## config.mk

```make
export PLATFORM = sky130hd
export DESIGN_NAME = dac_dual_rank_update
export DESIGN_NICKNAME = d
export VERILOG_FILES = /design/src/rtl/dac_upd_pkg.sv /design/src/rtl/dac_rank1_bank.sv /design/src/rtl/dac_xfer_fsm.sv /design/src/rtl/dac_rank2_reg.sv /design/src/rtl/dac_dual_rank_update.sv
export SDC_FILE = /design/constraint.sdc
export NUM_CORES = 1
export LEC_CHECK = 0
export BUFFER_PORTS_ARGS = -buffer_cell sky130_fd_sc_hd__buf_2
export CORE_MARGIN = 3
export CORE_UTILIZATION = 40
export DETAILED_ROUTE_END_ITERATION = 12
export HOLD_SLACK_MARGIN = 0.02
export MAX_ROUTING_LAYER = met4
export PLACE_DENSITY_LB_ADDON = 0.1
export SKIP_CTS_REPAIR_TIMING = 1
export SLEW_MARGIN = 20
export SYNTH_ARGS = -nofsm -noshare
export SYNTH_HDL_FRONTEND = slang
export SYNTH_SLANG_ARGS = --single-unit
```

## constraint.sdc

```tcl
create_clock -name clk -period 1.2 [get_ports clk]
set_input_delay 0.12 -clock clk [delete_from_list [all_inputs] [get_ports clk]]
set_output_delay 0.12 -clock clk [all_outputs]
set_load 0.005 [all_outputs]
```

## src/rtl/dac_upd_pkg.sv

```systemverilog
package dac_upd_pkg;

    // Per-channel transfer controller states
    typedef enum logic {
        XF_SYNCED  = 1'b0,  // output rank equals holding rank
        XF_PENDING = 1'b1   // holding rank has a value not yet transferred
    } xfer_state_e;

    // Width of a channel index, at least one bit
    function automatic int chan_idx_w(input int n);
        return (n > 1) ? $clog2(n) : 1;
    endfunction

endpackage

```

## src/rtl/dac_rank1_bank.sv

```systemverilog
module dac_rank1_bank
    import dac_upd_pkg::*;
#(
    parameter int DATA_W = 12,
    parameter int NUM_CH = 2,
    localparam int CH_W  = chan_idx_w(NUM_CH)
) (
    input  logic                           clk,
    input  logic                           rst_n,
    input  logic                           wr_en,
    input  logic [CH_W-1:0]                wr_ch,
    input  logic [DATA_W-1:0]              wr_data,
    output logic [NUM_CH-1:0]              wr_hit,
    output logic [NUM_CH-1:0][DATA_W-1:0]  hold_q
);

    for (genvar g = 0; g < NUM_CH; g++) begin : g_hold
        // Decode the write to this channel
        always_comb begin
            wr_hit[g] = wr_en && (wr_ch == CH_W'(g));
        end

        always_ff @(posedge clk or negedge rst_n) begin
            if (!rst_n) begin
                hold_q[g] <= '0;
            end else if (wr_hit[g]) begin
                hold_q[g] <= wr_data;
            end
        end
    end

endmodule

```

## src/rtl/dac_xfer_fsm.sv

```systemverilog
module dac_xfer_fsm
    import dac_upd_pkg::*;
(
    input  logic clk,
    input  logic rst_n,
    input  logic wr_hit_i,
    input  logic timed_i,
    input  logic load_n_i,
    output logic xfer_o
);

    xfer_state_e state_q, state_d;

    // State register
    always_ff @(posedge clk or negedge rst_n) begin
        if (!rst_n) begin
            state_q <= XF_SYNCED;
        end else begin
            state_q <= state_d;
        end
    end

    // Output: when the holding rank is copied into the output rank
    always_comb begin
        xfer_o = 1'b0;
        unique case (state_q)
            XF_SYNCED:  xfer_o = timed_i && !load_n_i;       // T_RELOAD
            XF_PENDING: xfer_o = timed_i ? !load_n_i : 1'b1; // T_XFER
            default:    xfer_o = 1'b0;
        endcase
    end

    // Next state
    always_comb begin
        state_d = state_q;
        unique case (state_q)
            XF_SYNCED: begin
                if (wr_hit_i) state_d = XF_PENDING;               // T_WRITE
            end
            XF_PENDING: begin
                if (wr_hit_i)    state_d = XF_PENDING;            // T_XFER_WRITE / T_WRITE
                else if (xfer_o) state_d = XF_SYNCED;             // T_XFER
            end
            default: state_d = XF_SYNCED;
        endcase
    end

endmodule

```

## src/rtl/dac_rank2_reg.sv

```systemverilog
module dac_rank2_reg #(
    parameter int DATA_W = 12
) (
    input  logic              clk,
    input  logic              rst_n,
    input  logic              xfer_i,
    input  logic [DATA_W-1:0] d_i,
    output logic [DATA_W-1:0] q_o
);

    always_ff @(posedge clk or negedge rst_n) begin
        if (!rst_n) begin
            q_o <= '0;
        end else if (xfer_i) begin
            q_o <= d_i;
        end
    end

endmodule

```

## src/rtl/dac_dual_rank_update.sv

```systemverilog
module dac_dual_rank_update
    import dac_upd_pkg::*;
#(
    parameter int DATA_W = 12,
    parameter int NUM_CH = 2,
    localparam int CH_W  = chan_idx_w(NUM_CH)
) (
    input  logic                           clk,
    input  logic                           rst_n,
    input  logic                           wr_en,
    input  logic [CH_W-1:0]                wr_ch,
    input  logic [DATA_W-1:0]              wr_data,
    input  logic [NUM_CH-1:0]              mode_timed,
    input  logic [NUM_CH-1:0]              load_n,
    output logic [NUM_CH-1:0][DATA_W-1:0]  dac_code
);

    logic [NUM_CH-1:0]             wr_hit;
    logic [NUM_CH-1:0][DATA_W-1:0] rank1;
    logic [NUM_CH-1:0]             xfer;

    dac_rank1_bank #(
        .DATA_W (DATA_W),
        .NUM_CH (NUM_CH)
    ) u_hold (
        .clk     (clk),
        .rst_n   (rst_n),
        .wr_en   (wr_en),
        .wr_ch   (wr_ch),
        .wr_data (wr_data),
        .wr_hit  (wr_hit),
        .hold_q  (rank1)
    );

    for (genvar g = 0; g < NUM_CH; g++) begin : g_chan
        dac_xfer_fsm u_fsm (
            .clk      (clk),
            .rst_n    (rst_n),
            .wr_hit_i (wr_hit[g]),
            .timed_i  (mode_timed[g]),
            .load_n_i (load_n[g]),
            .xfer_o   (xfer[g])
        );

        dac_rank2_reg #(
            .DATA_W (DATA_W)
        ) u_out (
            .clk    (clk),
            .rst_n  (rst_n),
            .xfer_i (xfer[g]),
            .d_i    (rank1[g]),
            .q_o    (dac_code[g])
        );
    end

endmodule

```

==> impl_metrics.toml <==
[run_status]
status = "finished clean"

[finish]
fin_cells = 218
multi_input_area_um2 = 667
final_common_cell = "dfrtp_1"
nNetsFinal = 185
drive_above_1_share = 0.657
area_growth_pct = 24.5
seq_area_mm2 = 0.00125
fillers = 389
most-common-layout-cells = "50 x dfrtp_1, 43 x buf_2, 31 x mux2_2"
antenna_cells = 0

[clock_network]
htreeDepth = 2
numClockSinks = 50
cts_tree = "built"
cts_buffers = 5
ctsLongestPathBuffers = 2
clkTransAtPathRegs_ns = 0.09
cts_root_buf = "clkbuf_8"
worstSkewPairLatency_ns = 0.29

[timing]
whs_ns = 0.0722
fin_crit_ns = 1.19
slew_violations = 0
fmax_mhz = 840
relSlewSlack = 0.825
final.setup.tns_ns = 0
fin_crit_sh = 0.992
setup-violations-final = 0
worstMarginPinSlew_ns = 0.263
hold_violations = 0
rsz0062_at_grt = "true"
clock_skew_ns = 0.00675

[floorplanning]
die_h_um = 75.6
dieWidth_um = 75.6
start_util = 0.430
fp.coreArea_mm2 = 0.00450
ios = 44
row_count = 24
die_area_mm2 = 0.00572

[critical_path]
end_kind = "flop"
start_kind = "flop"
cp_slowest_cell = "dfrtp_1"
cp_max_fo = 7
crit_chain = "o21ai_2 > buf_6 > mux2_4"
crit_arrival_ns = 1.37
max_stage_delay_ns = 0.40
worstPathRequired_ns = 1.38
critPathKind = "reg -> reg"

[detailed_routing]
drtPass1Iterations = 3
drtAntennaViolNets = 0
wirelength_um = 3390
avgRoutedWirePerCell_um = 15.5
vias = 1056
drc = 0
drt_first_iter_violations = 31
vias_per_cell = 4.84

[global_route]
grt_max_degree = 51
grt_usage = 0.132
overflow = 0
grt_pass1_vias = 1109
grt_pass1_wl_um = 5470
antenna_found_initial = 0

[placed_design]
dp_hpwl_um = 2470
io_buffers = 43
gp_congestion = 0.701
dp_cells = 209

[power]
ir_drop_mv = 0.908
power_mw = 4.08
p_per_area_mw_per_mm2 = 1690
power_leakage_nw = 1.16

[yosys]
synthTopCellsByArea = "dfrtp_1 65%, mux2_2 23%, mux2_4 7.0%"
synth_nets = 131
postSynthAreaPerCell_um2 = 17.5
ys_types = 11
yosysTopAreaCell = "dfrtp_1"
synth_area_mm2 = 0.00194
ys_seq_area_frac = 0.646
synth_top_area_frac = 0.646
ys_warn_count = 0
yosys_register_bits = 50
synth_cells = 111

[hold_path]
hp-class = "in -> reg"

[run]
drv_cap = 0
[metrics by stage]
stage	util	worst slack, ns	instance area, um^2
after floorplan	-	0.0148	1940
after global placement	0.501	0.0301	2260
after detailed placement	0.501	-0.0128	2260
after CTS	0.525	-0.0259	2360
after global routing	0.536	-0.0460	2410
final	0.536	0.00927	2410
[final timing paths]
| kind | depth (start not counted) | slack [ns] | startpoint | end |
|---|---|---|---|---|
| setup reg to reg | 3 | 0.009 | g_chan[1].u_fsm.state_q | g_chan[1].u_out.q_o[6] |
| max in group asynchronous | 3 | 0.64 | rst_n | g_chan[1].u_out.q_o[6] |
| hold reg to reg | 1 | 0.50 | g_chan[1].u_out.q_o[2] | g_chan[1].u_out.q_o[2] |
| hold / removal | 2 | 0.07 | wr_data[6] | u_hold.hold_q[18] |
| setup / recovery | 3 | 0.009 | g_chan[1].u_fsm.state_q | g_chan[1].u_out.q_o[6] |
| min in group asynchronous | 3 | 0.34 | rst_n | g_chan[1].u_out.q_o[8] |
[metal layers]
metal	GRT usage	share of wire
met1	0.171	0.46
met2	0.209	0.48
met3	0.0290	0.044
met4	0.0408	0.011
met5	-	0
[synth_stat cells]
library cell and count:
mux2_4 9, dfrtp_1 50, nand3_1 1, nor2b_4 1
buf_6 2, nand2_2 1, o21ai_2 2, nand2_1 3
a31o_2 1, mux2_2 39, clkbuf_8 2
[cell type report]
type | count | area share
well taps | 52 | 0.0270
flip-flops and latches | 50 | 0.519
clock inverters | 1 | 0.0124
multi-input cells | 57 | 0.276
clock buffers | 7 | 0.0316
repair buffers | 51 | 0.134
[critical path, delay by kind of cell, from the launching register on]
kind            cells  cell delay [ns]
buf+inv             1             0.19
mux                 1             0.31
flops               1             0.40
compound gates      1             0.18
[power breakdown]
group / total [mW] / internal, mW / switching, mW
sequential: 2.15 / 2.00 / 0.156
combinational: 0.796 / 0.512 / 0.284
clock: 1.13 / 0.624 / 0.508
total: 4.08 / 3.13 / 0.947
[sequential cells by signal (all words and copies together) (netlist names)]
register	count
u_hold.hold_q	24
g_chan.u_fsm.state_q	2
g_chan.u_out.q_o	24
[logic make-up after synthesis]
family / share of synthesized area
DFF: 0.646
muxes: 0.296
and+or+nand+nor: 0.0187
buffers and inverters: 0.0258
AOI/OAI and AO/OA: 0.0136
Note: power is estimated with default switching activity, not from simulation.
